### config.mk
export PLATFORM = sky130hd
export DESIGN_NAME = vat_translator
export DESIGN_NICKNAME = d
export VERILOG_FILES = /design/src/rtl/vat_pkg.sv /design/src/rtl/vat_range_check.sv /design/src/rtl/vat_index_sel.sv /design/src/rtl/vat_walk_ctl.sv /design/src/rtl/vat_translator.sv
export SDC_FILE = /design/constraint.sdc
export NUM_CORES = 1
export LEC_CHECK = 0
export BUFFER_PORTS_ARGS = -buffer_cell sky130_fd_sc_hd__buf_2
export CAP_MARGIN = 20
export CORE_MARGIN = 2
export CORE_UTILIZATION = 57
export CTS_BUF_LIST = sky130_fd_sc_hd__clkbuf_8
export DETAILED_ROUTE_END_ITERATION = 12
export GPL_TIMING_DRIVEN = 0
export HOLD_SLACK_MARGIN = 0.15
export PLACE_DENSITY = 0.95
export REMOVE_ABC_BUFFERS = 1
export SLEW_MARGIN = 30
export SYNTH_ARGS = -nofsm -noshare
export SYNTH_HDL_FRONTEND = slang
export SYNTH_SLANG_ARGS = --single-unit
### constraint.sdc
create_clock -name clk -period 8.75 [get_ports clk]
set_input_delay 1.3125 -clock clk [delete_from_list [all_inputs] [get_ports clk]]
set_output_delay 1.3125 -clock clk [all_outputs]
set_load 0.1 [all_outputs]
### src/rtl/vat_pkg.sv
package vat_pkg;
  localparam int VA_W      = 64;
  localparam int IDX_W     = 11;
  localparam int PX_W      = 8;
  localparam int BX_W      = 12;
  localparam int ENT_SHIFT = 3;
  localparam int N_RGN     = 3;

  typedef enum logic [2:0] {
    LV_PAGE = 3'd0,
    LV_SEG  = 3'd1,
    LV_R3   = 3'd2,
    LV_R2   = 3'd3,
    LV_R1   = 3'd4
  } lvl_e;

  typedef enum logic [2:0] {
    EX_NONE  = 3'd0,
    EX_R1    = 3'd1,
    EX_R2    = 3'd2,
    EX_R3    = 3'd3,
    EX_SEG   = 3'd4,
    EX_PAGE  = 3'd5,
    EX_RANGE = 3'd6
  } exc_e;

  function automatic exc_e lvl_to_exc(lvl_e l);
    case (l)
      LV_R1:   return EX_R1;
      LV_R2:   return EX_R2;
      LV_R3:   return EX_R3;
      LV_SEG:  return EX_SEG;
      default: return EX_PAGE;
    endcase
  endfunction
endpackage

### src/rtl/vat_range_check.sv
module vat_range_check
  import vat_pkg::*;
(
  input  logic [VA_W-1:0] vaddr,
  input  logic [1:0]      asce_type,
  output logic            range_err
);
  logic [N_RGN-1:0] nz;
  logic [1:0]       need;

  for (genvar g = 0; g < N_RGN; g++) begin : g_nz
    assign nz[g] = |vaddr[BX_W + PX_W + (g + 1) * IDX_W +: IDX_W];
  end

  always_comb begin
    need = 2'd0;
    for (int k = 0; k < N_RGN; k++) begin
      if (nz[k]) need = 2'(k + 1);
    end
  end

  assign range_err = (asce_type < need);
endmodule

### src/rtl/vat_index_sel.sv
module vat_index_sel
  import vat_pkg::*;
#(
  parameter int AW = 64
) (
  input  logic [VA_W-1:0] vaddr,
  input  lvl_e            lvl,
  input  logic [AW-1:0]   origin,
  output logic [AW-1:0]   ent_addr
);
  logic [N_RGN+1:0][IDX_W-1:0] fld;
  logic [IDX_W-1:0]            idx;

  assign fld[0] = {{(IDX_W - PX_W){1'b0}}, vaddr[BX_W +: PX_W]};
  for (genvar g = 0; g <= N_RGN; g++) begin : g_fld
    assign fld[g + 1] = vaddr[BX_W + PX_W + g * IDX_W +: IDX_W];
  end

  always_comb begin
    case (lvl)
      LV_PAGE: idx = fld[0];
      LV_SEG:  idx = fld[1];
      LV_R3:   idx = fld[2];
      LV_R2:   idx = fld[3];
      default: idx = fld[4];
    endcase
  end

  assign ent_addr = origin + ({{(AW - IDX_W){1'b0}}, idx} << ENT_SHIFT);
endmodule

### src/rtl/vat_walk_ctl.sv
module vat_walk_ctl
  import vat_pkg::*;
#(
  parameter int AW = 64
) (
  input  logic            clk,
  input  logic            rst_n,
  input  logic            req_fire,
  input  logic            range_err,
  input  lvl_e            start_lvl,
  input  logic [VA_W-1:0] req_vaddr,
  input  logic [AW-1:0]   req_origin,
  input  logic            mem_rd_ready,
  input  logic            mem_rsp_valid,
  input  logic [AW-1:0]   mem_rsp_data,
  output logic            idle,
  output logic            rd_valid,
  output lvl_e            cur_lvl,
  output logic [AW-1:0]   cur_origin,
  output logic [VA_W-1:0] cur_vaddr,
  output logic            done_valid,
  output logic [AW-1:0]   done_raddr,
  output exc_e            done_exc
);
  typedef enum logic [1:0] {S_IDLE, S_ISSUE, S_WAIT} st_e;
  st_e  st;
  logic unused_bits;

  assign unused_bits = ^mem_rsp_data[BX_W-1:1];
  assign idle        = (st == S_IDLE);
  assign rd_valid    = (st == S_ISSUE);

  always_ff @(posedge clk or negedge rst_n) begin
    if (!rst_n) begin
      st         <= S_IDLE;
      cur_lvl    <= LV_PAGE;
      cur_origin <= '0;
      cur_vaddr  <= '0;
      done_valid <= 1'b0;
      done_raddr <= '0;
      done_exc   <= EX_NONE;
    end else begin
      done_valid <= 1'b0;
      case (st)
        S_IDLE: if (req_fire) begin
          if (range_err) begin
            done_valid <= 1'b1;
            done_exc   <= EX_RANGE;
            done_raddr <= '0;
          end else begin
            cur_lvl    <= start_lvl;
            cur_origin <= req_origin;
            cur_vaddr  <= req_vaddr;
            st         <= S_ISSUE;
          end
        end
        S_ISSUE: if (mem_rd_ready) st <= S_WAIT;
        default: if (mem_rsp_valid) begin
          if (mem_rsp_data[0]) begin
            done_valid <= 1'b1;
            done_exc   <= lvl_to_exc(cur_lvl);
            done_raddr <= '0;
            st         <= S_IDLE;
          end else if (cur_lvl == LV_PAGE) begin
            done_valid <= 1'b1;
            done_exc   <= EX_NONE;
            done_raddr <= {mem_rsp_data[AW-1:BX_W], cur_vaddr[BX_W-1:0]};
            st         <= S_IDLE;
          end else begin
            cur_origin <= {mem_rsp_data[AW-1:BX_W], {BX_W{1'b0}}};
            cur_lvl    <= lvl_e'(cur_lvl - 3'd1);
            st         <= S_ISSUE;
          end
        end
      endcase
    end
  end
endmodule

### src/rtl/vat_translator.sv
module vat_translator
  import vat_pkg::*;
#(
  parameter int AW = 64
) (
  input  logic            clk,
  input  logic            rst_n,
  input  logic            req_valid,
  output logic            req_ready,
  input  logic [VA_W-1:0] req_vaddr,
  input  logic [1:0]      req_asce_type,
  input  logic [AW-1:0]   req_asce_origin,
  output logic            mem_rd_valid,
  input  logic            mem_rd_ready,
  output logic [AW-1:0]   mem_rd_addr,
  input  logic            mem_rsp_valid,
  input  logic [AW-1:0]   mem_rsp_data,
  output logic            done_valid,
  output logic [AW-1:0]   done_raddr,
  output logic [2:0]      done_exc
);
  logic            range_err;
  logic            idle;
  lvl_e            start_lvl;
  lvl_e            cur_lvl;
  logic [AW-1:0]   cur_origin;
  logic [VA_W-1:0] cur_vaddr;
  exc_e            exc;

  assign start_lvl = lvl_e'(3'(req_asce_type) + 3'd1);
  assign req_ready = idle;
  assign done_exc  = exc;

  vat_range_check u_range (
    .vaddr     (req_vaddr),
    .asce_type (req_asce_type),
    .range_err (range_err)
  );

  vat_walk_ctl #(.AW(AW)) u_walk (
    .clk           (clk),
    .rst_n         (rst_n),
    .req_fire      (req_valid && idle),
    .range_err     (range_err),
    .start_lvl     (start_lvl),
    .req_vaddr     (req_vaddr),
    .req_origin    (req_asce_origin),
    .mem_rd_ready  (mem_rd_ready),
    .mem_rsp_valid (mem_rsp_valid),
    .mem_rsp_data  (mem_rsp_data),
    .idle          (idle),
    .rd_valid      (mem_rd_valid),
    .cur_lvl       (cur_lvl),
    .cur_origin    (cur_origin),
    .cur_vaddr     (cur_vaddr),
    .done_valid    (done_valid),
    .done_raddr    (done_raddr),
    .done_exc      (exc)
  );

  vat_index_sel #(.AW(AW)) u_idx (
    .vaddr    (cur_vaddr),
    .lvl      (cur_lvl),
    .origin   (cur_origin),
    .ent_addr (mem_rd_addr)
  );
endmodule

[Word-level counts from Yosys, hierarchy flattened]
Cells that the tools add are included.
Cells by class
  add/subtract/negate cells: 3
  magnitude comparators: 1
  equal/unequal tests: 11
  mux-type cells: 42
  bitwise gates (word level): 2
  reduce and logical (&&, ||, !) cells: 13
Operators by type and width (number)
  two-way mux 64 bit: 10
  case mux 64 bit (2 select lines): 2
  adder 64 x 14 -> 64 bit: 1
  case mux 11 bit (4 select lines): 1
  OR reduction 11 bit: 3
  two-way mux 3 bit: 10
  two-way mux 2 bit: 7
  case mux 3 bit (2 select lines): 2
  case mux 3 bit (4 select lines): 1
  two-way mux 1 bit: 7
  equality test 3 x 2 -> 1 bit (second input constant): 2
  inequality test 2 x 1 -> 1 bit (second input constant): 3
  inequality test 2 bit (second input constant): 3
  AND reduction 6 bit: 1
  nonzero test 3 bit: 2
  AND reduction 5 bit: 1
  case mux 2 bit (2 select lines): 1
  AND reduction 4 bit: 1
  adder 2 x 1 -> 3 bit (second input constant): 1
  equality test 3 x 1 -> 1 bit (second input constant): 1
  equality test 3 bit (second input constant): 1
  zero test 3 bit: 1
  AND reduction 3 bit: 1
  subtractor 3 x 1 -> 3 bit (second input constant): 1
  other kinds (7): 8
Storage, ports and cells
  register bits after elaboration: 201
  input port bits: 199
  output and inout port bits: 134
  logic and storage cells: 79

[Depth between registers and ports, before layout]
  depth in word-level cells: 8
  depth in mapped cells: 16
  gate-level depth less buffers: 14

[By module]
Synthesis repeated with hierarchy kept, for this count alone.
Unflattened totals
  cells, all modules: 1175
  area total of the unflattened synthesis: 10984.3 µm²
By module, submodules not included
  vat_walk_ctl: instances 1, cells an instance 868, area an instance 8784.7 µm², seq. area each 5029.8 µm²
  vat_index_sel: instances 1, cells an instance 287, area an instance 2055.7 µm², seq. area each 0.0 µm²
  vat_range_check: instances 1, cells an instance 17, area an instance 121.4 µm², seq. area each 0.0 µm²
  vat_translator: instances 1, cells an instance 3, area an instance 22.5 µm², seq. area each 0.0 µm²

[Worst setup path after synthesis]
No wires, ideal clock.
  path kind: register to output
  start: register u_walk.cur_lvl[0]
  end: output port mem_rd_addr[61]
  data arrival time: 4.876 ns
  required time: 7.438 ns
  path slack: 2.562 ns
  cell stages (with the launch flop): 17
  buffers on the path: 2
  cell sequence: dfrtp_1 -> inv_1 -> ha_1 -> clkbuf_1 -> o41ai_1 -> clkbuf_1 -> nand2_1 -> o21ai_0 -> ha_1 -> inv_1 -> fa_1 -> nor2b_1 -> o2111ai_1 -> nand4_1 -> a31oi_2 -> or3b_1 -> xnor2_1
On the way
  longest elaborated chain between the ends: 3
  elaborated cells between the ends (all ways): 6
  classes of those cells: add/sub: 1; eq/ne: 3; mux: 1; reduce/logical: 1
RTL lines
  from (decl): RTL line vat_walk_ctl.sv:18  | output lvl_e cur_lvl,
  from (signal assigned): RTL line vat_walk_ctl.sv:51  | cur_lvl <= start_lvl;
  from (signal assigned): RTL line vat_walk_ctl.sv:71  | cur_lvl <= lvl_e'(cur_lvl - 3'd1);
  equality test 3 x 2 -> 1 bit, or another cell as far along: RTL line vat_index_sel.sv:20  | case (lvl)
  case mux 11 bit (4 select lines) (*): RTL line vat_index_sel.sv:20
  adder 64 x 14 -> 64 bit (*): RTL line vat_index_sel.sv:29  | assign ent_addr = origin + ({{(AW - IDX_W){1'b0}}, idx} << ENT_SHIFT);
  to (decl): RTL line vat_translator.sv:15  | output logic [AW-1:0] mem_rd_addr,
Every way passes the cells marked *; elsewhere a longest branch is shown, timed or not.

[Worst setup path after layout]
  start: register u_walk.cur_lvl[0]
  end: output port mem_rd_addr[27]
Same word-level chain as after synthesis.

==> impl_metrics.csv <==
group,metric,value,unit
outcome,status,"complete, no violations",
logic_synthesis,ys_seq_area_frac,0.485,
logic_synthesis,synth_cells,1056,
critical_path,crit_type,"reg -> out",
cts,htreeDepth,2,
sta,hold_violations,0,
min_path,min_to,"u_walk.done_raddr[18]",
critical_path,crit_chain,"inv_1 > ha_1 > o41ai_2 > buf_2 > nand2_1 > o21ai_0 > ha_1 > inv_1 > fa_1 > nor2b_1 > o21a_1 > o21ai_0 > a21oi_2 > and3_1 > xor2_1 > buf_2",
critical_path,r2r-start,"u_walk.st[1]",
route,ant_nets,0,
global_routing,antenna_found_initial,2,
sta,maxSlewHeadroom,0.396,
sta,fin_hold_ws,0.476,ns
sta,tns,0,ns
placed_design,io_buffers,321,
cts,cts_buffers,35,
critical_path,arrival,5.46,ns
critical_path,critPathBufInv,4,
min_path,min_from,"u_walk.done_raddr[18]",
cts,cts_resized,0,
sta,rsz0062_at_grt,"no",
cells_and_area,areaGrowthSynthToFinish,25.1,%
critical_path,worstSetupStartpointType,"flop",
flow_run,max_cap_viol_count,0,
global_routing,grt_pass1_vias,9670,
placed_design,dp_hpwl,22.4,mm
route,first_pass_iters,5,
sta,finalMaxSlewViolations,0,
floorplan,die_area,19300,µm²
cts,worst_skew_pair.late_latency,0.50,ns
global_routing,grt_usage,0.312,
cts,cts_tree,"yes",
critical_path,cpPeakStageDelay,0.69,ns
floorplan,initial_core_util,0.579,
global_routing,overflow,0,
critical_path,worstPathRequired,7.44,ns
cts,cts_buffer_depth,3,
floorplan,chipWidth,139,µm
logic_synthesis,ys_async_sr_fraction,1.00,
cells_and_area,drive_gt1_frac,0.303,
cts,post-cts-setup-buffers,0,
sta,fin_crit_sh,0.774,
cells_and_area,fill_cells,1194,
route,wl,30.8,mm
logic_synthesis,ys_seq_elements,201,
logic_synthesis,synth_area_per_cell,9.82,µm²
route,viasPerCell,5.85,
route,detail_route.iter0.violations,655,
route,routedWlPerCell,19.0,µm
global_routing,grt_pass1_wl,48.6,mm
floorplan,rows,49,
min_path,hold_depth,2,
critical_path,cp_top_family,"compound AO/OA/AOI/OAI gates",
sta,period_minus_slack,6.78,ns
placed_design,dp_slack,2.64,ns
critical_path,worstReg2RegEnd,"u_walk.cur_vaddr[54]",
logic_synthesis,yosysWarnings,0,
cells_and_area,final_nets,1583,
sta,fmax,148,MHz
sta,worstMarginPinSlew,0.906,ns
min_path,hp-class,"reg -> reg",
sta,setup_viol,0,
placed_design,gp_congestion,0.876,
sta,fin_ws,1.97,ns
floorplan,pin_count,333,
global_routing,grt_max_degree,84,
critical_path,slowest_stage,"o41ai_2",
route,drc_errors,0,
cts,hold_buffers,0,
critical_path,crit_path_max_fanout,14,
cts,cts.sinks,201,
logic_synthesis,yosysUniqueCellTypes,63,
floorplan,core_area,17900,µm²
critical_path,crit_path_end_kind,"output port",
logic_synthesis,synthesis.area,10400,µm²
critical_path,r2r_slack,5.35,ns
logic_synthesis,synth_edf_count,0,
sta,finClkSkew,0.0204,ns
floorplan,die_h,139,µm
critical_path,worstRegToRegCells,9,
cts,cts-root-buf,"clkbuf_8",
logic_synthesis,synthFlopType,"dfrtp_1",
route,vias,9461,
cts,path_clk_slew,0.06,ns
==> cells in the mapped netlist (16+ instances only) <==
master / instances / share of area
buf_2: 19 / 0.0092
clkbuf_1: 33 / 0.012
dfrtp_1: 201 / 0.48
ha_1: 18 / 0.022
mux2_1: 49 / 0.053
mux2_2: 16 / 0.017
mux2i_1: 52 / 0.050
nand2_1: 239 / 0.086
nand3_1: 23 / 0.011
nand4_1: 23 / 0.014
nor2_1: 26 / 0.0094
o21ai_0: 108 / 0.052
o21ai_1: 38 / 0.018
xnor2_1: 47 / 0.040
==> area by class of cell <==
class                   instances  area [µm²]  area share
clock inverters                15        63.8     0.00492
repair buffers                339        1960       0.151
clock buffers                  44         606      0.0467
diodes                          2        5.00    0.000386
flip-flops and latches        201        5030       0.388
multi-input cells             775        4960       0.383
inverters                      13        53.8     0.00415
well taps                     229         287      0.0221
==> cells in the final DEF, fill, tap and decap left out, types with 7 or more instances in the layout <==
cell type / n
clkbuf_8: 44
buf_2: 321
mux2i_1: 52
buf_16: 8
dfrtp_1: 201
o21ai_1: 38
and3_1: 15
o21ai_0: 108
nand3_1: 23
a21oi_1: 12
a22o_1: 8
and2_1: 8
nor4_1: 10
xnor2_1: 47
mux2_1: 49
nand4_1: 23
a221oi_1: 7
nor2_1: 25
xor2_1: 12
mux2_2: 16
inv_1: 22
ha_1: 18
nand2_1: 239
==> registers in the layout (all words and copies together), names as in the netlist <==
signal,flops
u_walk.cur_lvl,3
u_walk.done_raddr,64
u_walk.done_exc,3
u_walk.done_valid,1
u_walk.cur_vaddr,64
u_walk.cur_origin,64
u_walk.st,2
==> worst reg2reg max path: cells and delay by family (launching register included) <==
kind / cells / cell delay, ns
buffers and inverters: 5 / 1.39
AOI/OAI and AO/OA: 1 / 0.36
DFF: 1 / 0.43
muxes: 1 / 0.35
and+or+nand+nor: 2 / 0.71
==> per-stage QoR <==
step	instances	util	cell area, µm²
after floorplan	989	-	10000
after global placement	1539	0.665	11900
after detailed placement	1557	0.687	12300
after CTS	1616	0.724	13000
after global routing	1617	0.724	13000
final	1618	0.725	13000
==> per-layer routing <==
| layer | share of wire | wire length [µm] | global-route usage |
|---|---|---|---|
| met3 | 0.078 | 2410 | 0.0715 |
| met5 | 0 | 0 | 0 |
| met1 | 0.38 | 11600 | 0.371 |
| met2 | 0.49 | 15100 | 0.523 |
| met4 | 0.055 | 1700 | 0.177 |
==> worst max path at each step <==
stage | start | end | depth (start not counted) | slack (ns)
2_1_floorplan | u_walk.cur_lvl[0] | mem_rd_addr[61] | 14 | 2.21
3_3_place_gp | req_vaddr[43] | u_walk.cur_vaddr[39] | 8 | 1.63
3_5_place_dp | u_walk.cur_lvl[0] | mem_rd_addr[27] | 16 | 2.64
4_1_cts | u_walk.cur_lvl[0] | mem_rd_addr[27] | 16 | 2.05
5_1_grt | u_walk.cur_lvl[0] | mem_rd_addr[27] | 16 | 1.74
6_report | u_walk.cur_lvl[0] | mem_rd_addr[27] | 16 | 1.97
==> cell families after synthesis <==
kind of cell,synth area share
compound gates,0.119
simple gates,0.162
flops,0.485
mux,0.121
xor+xnor,0.0498
fa+ha+maj,0.0236
buf+inv,0.0398
Power is left out: the tool's default activity adds up to more than one toggle a clock period on the data nets, which glitch-free logic cannot reach.
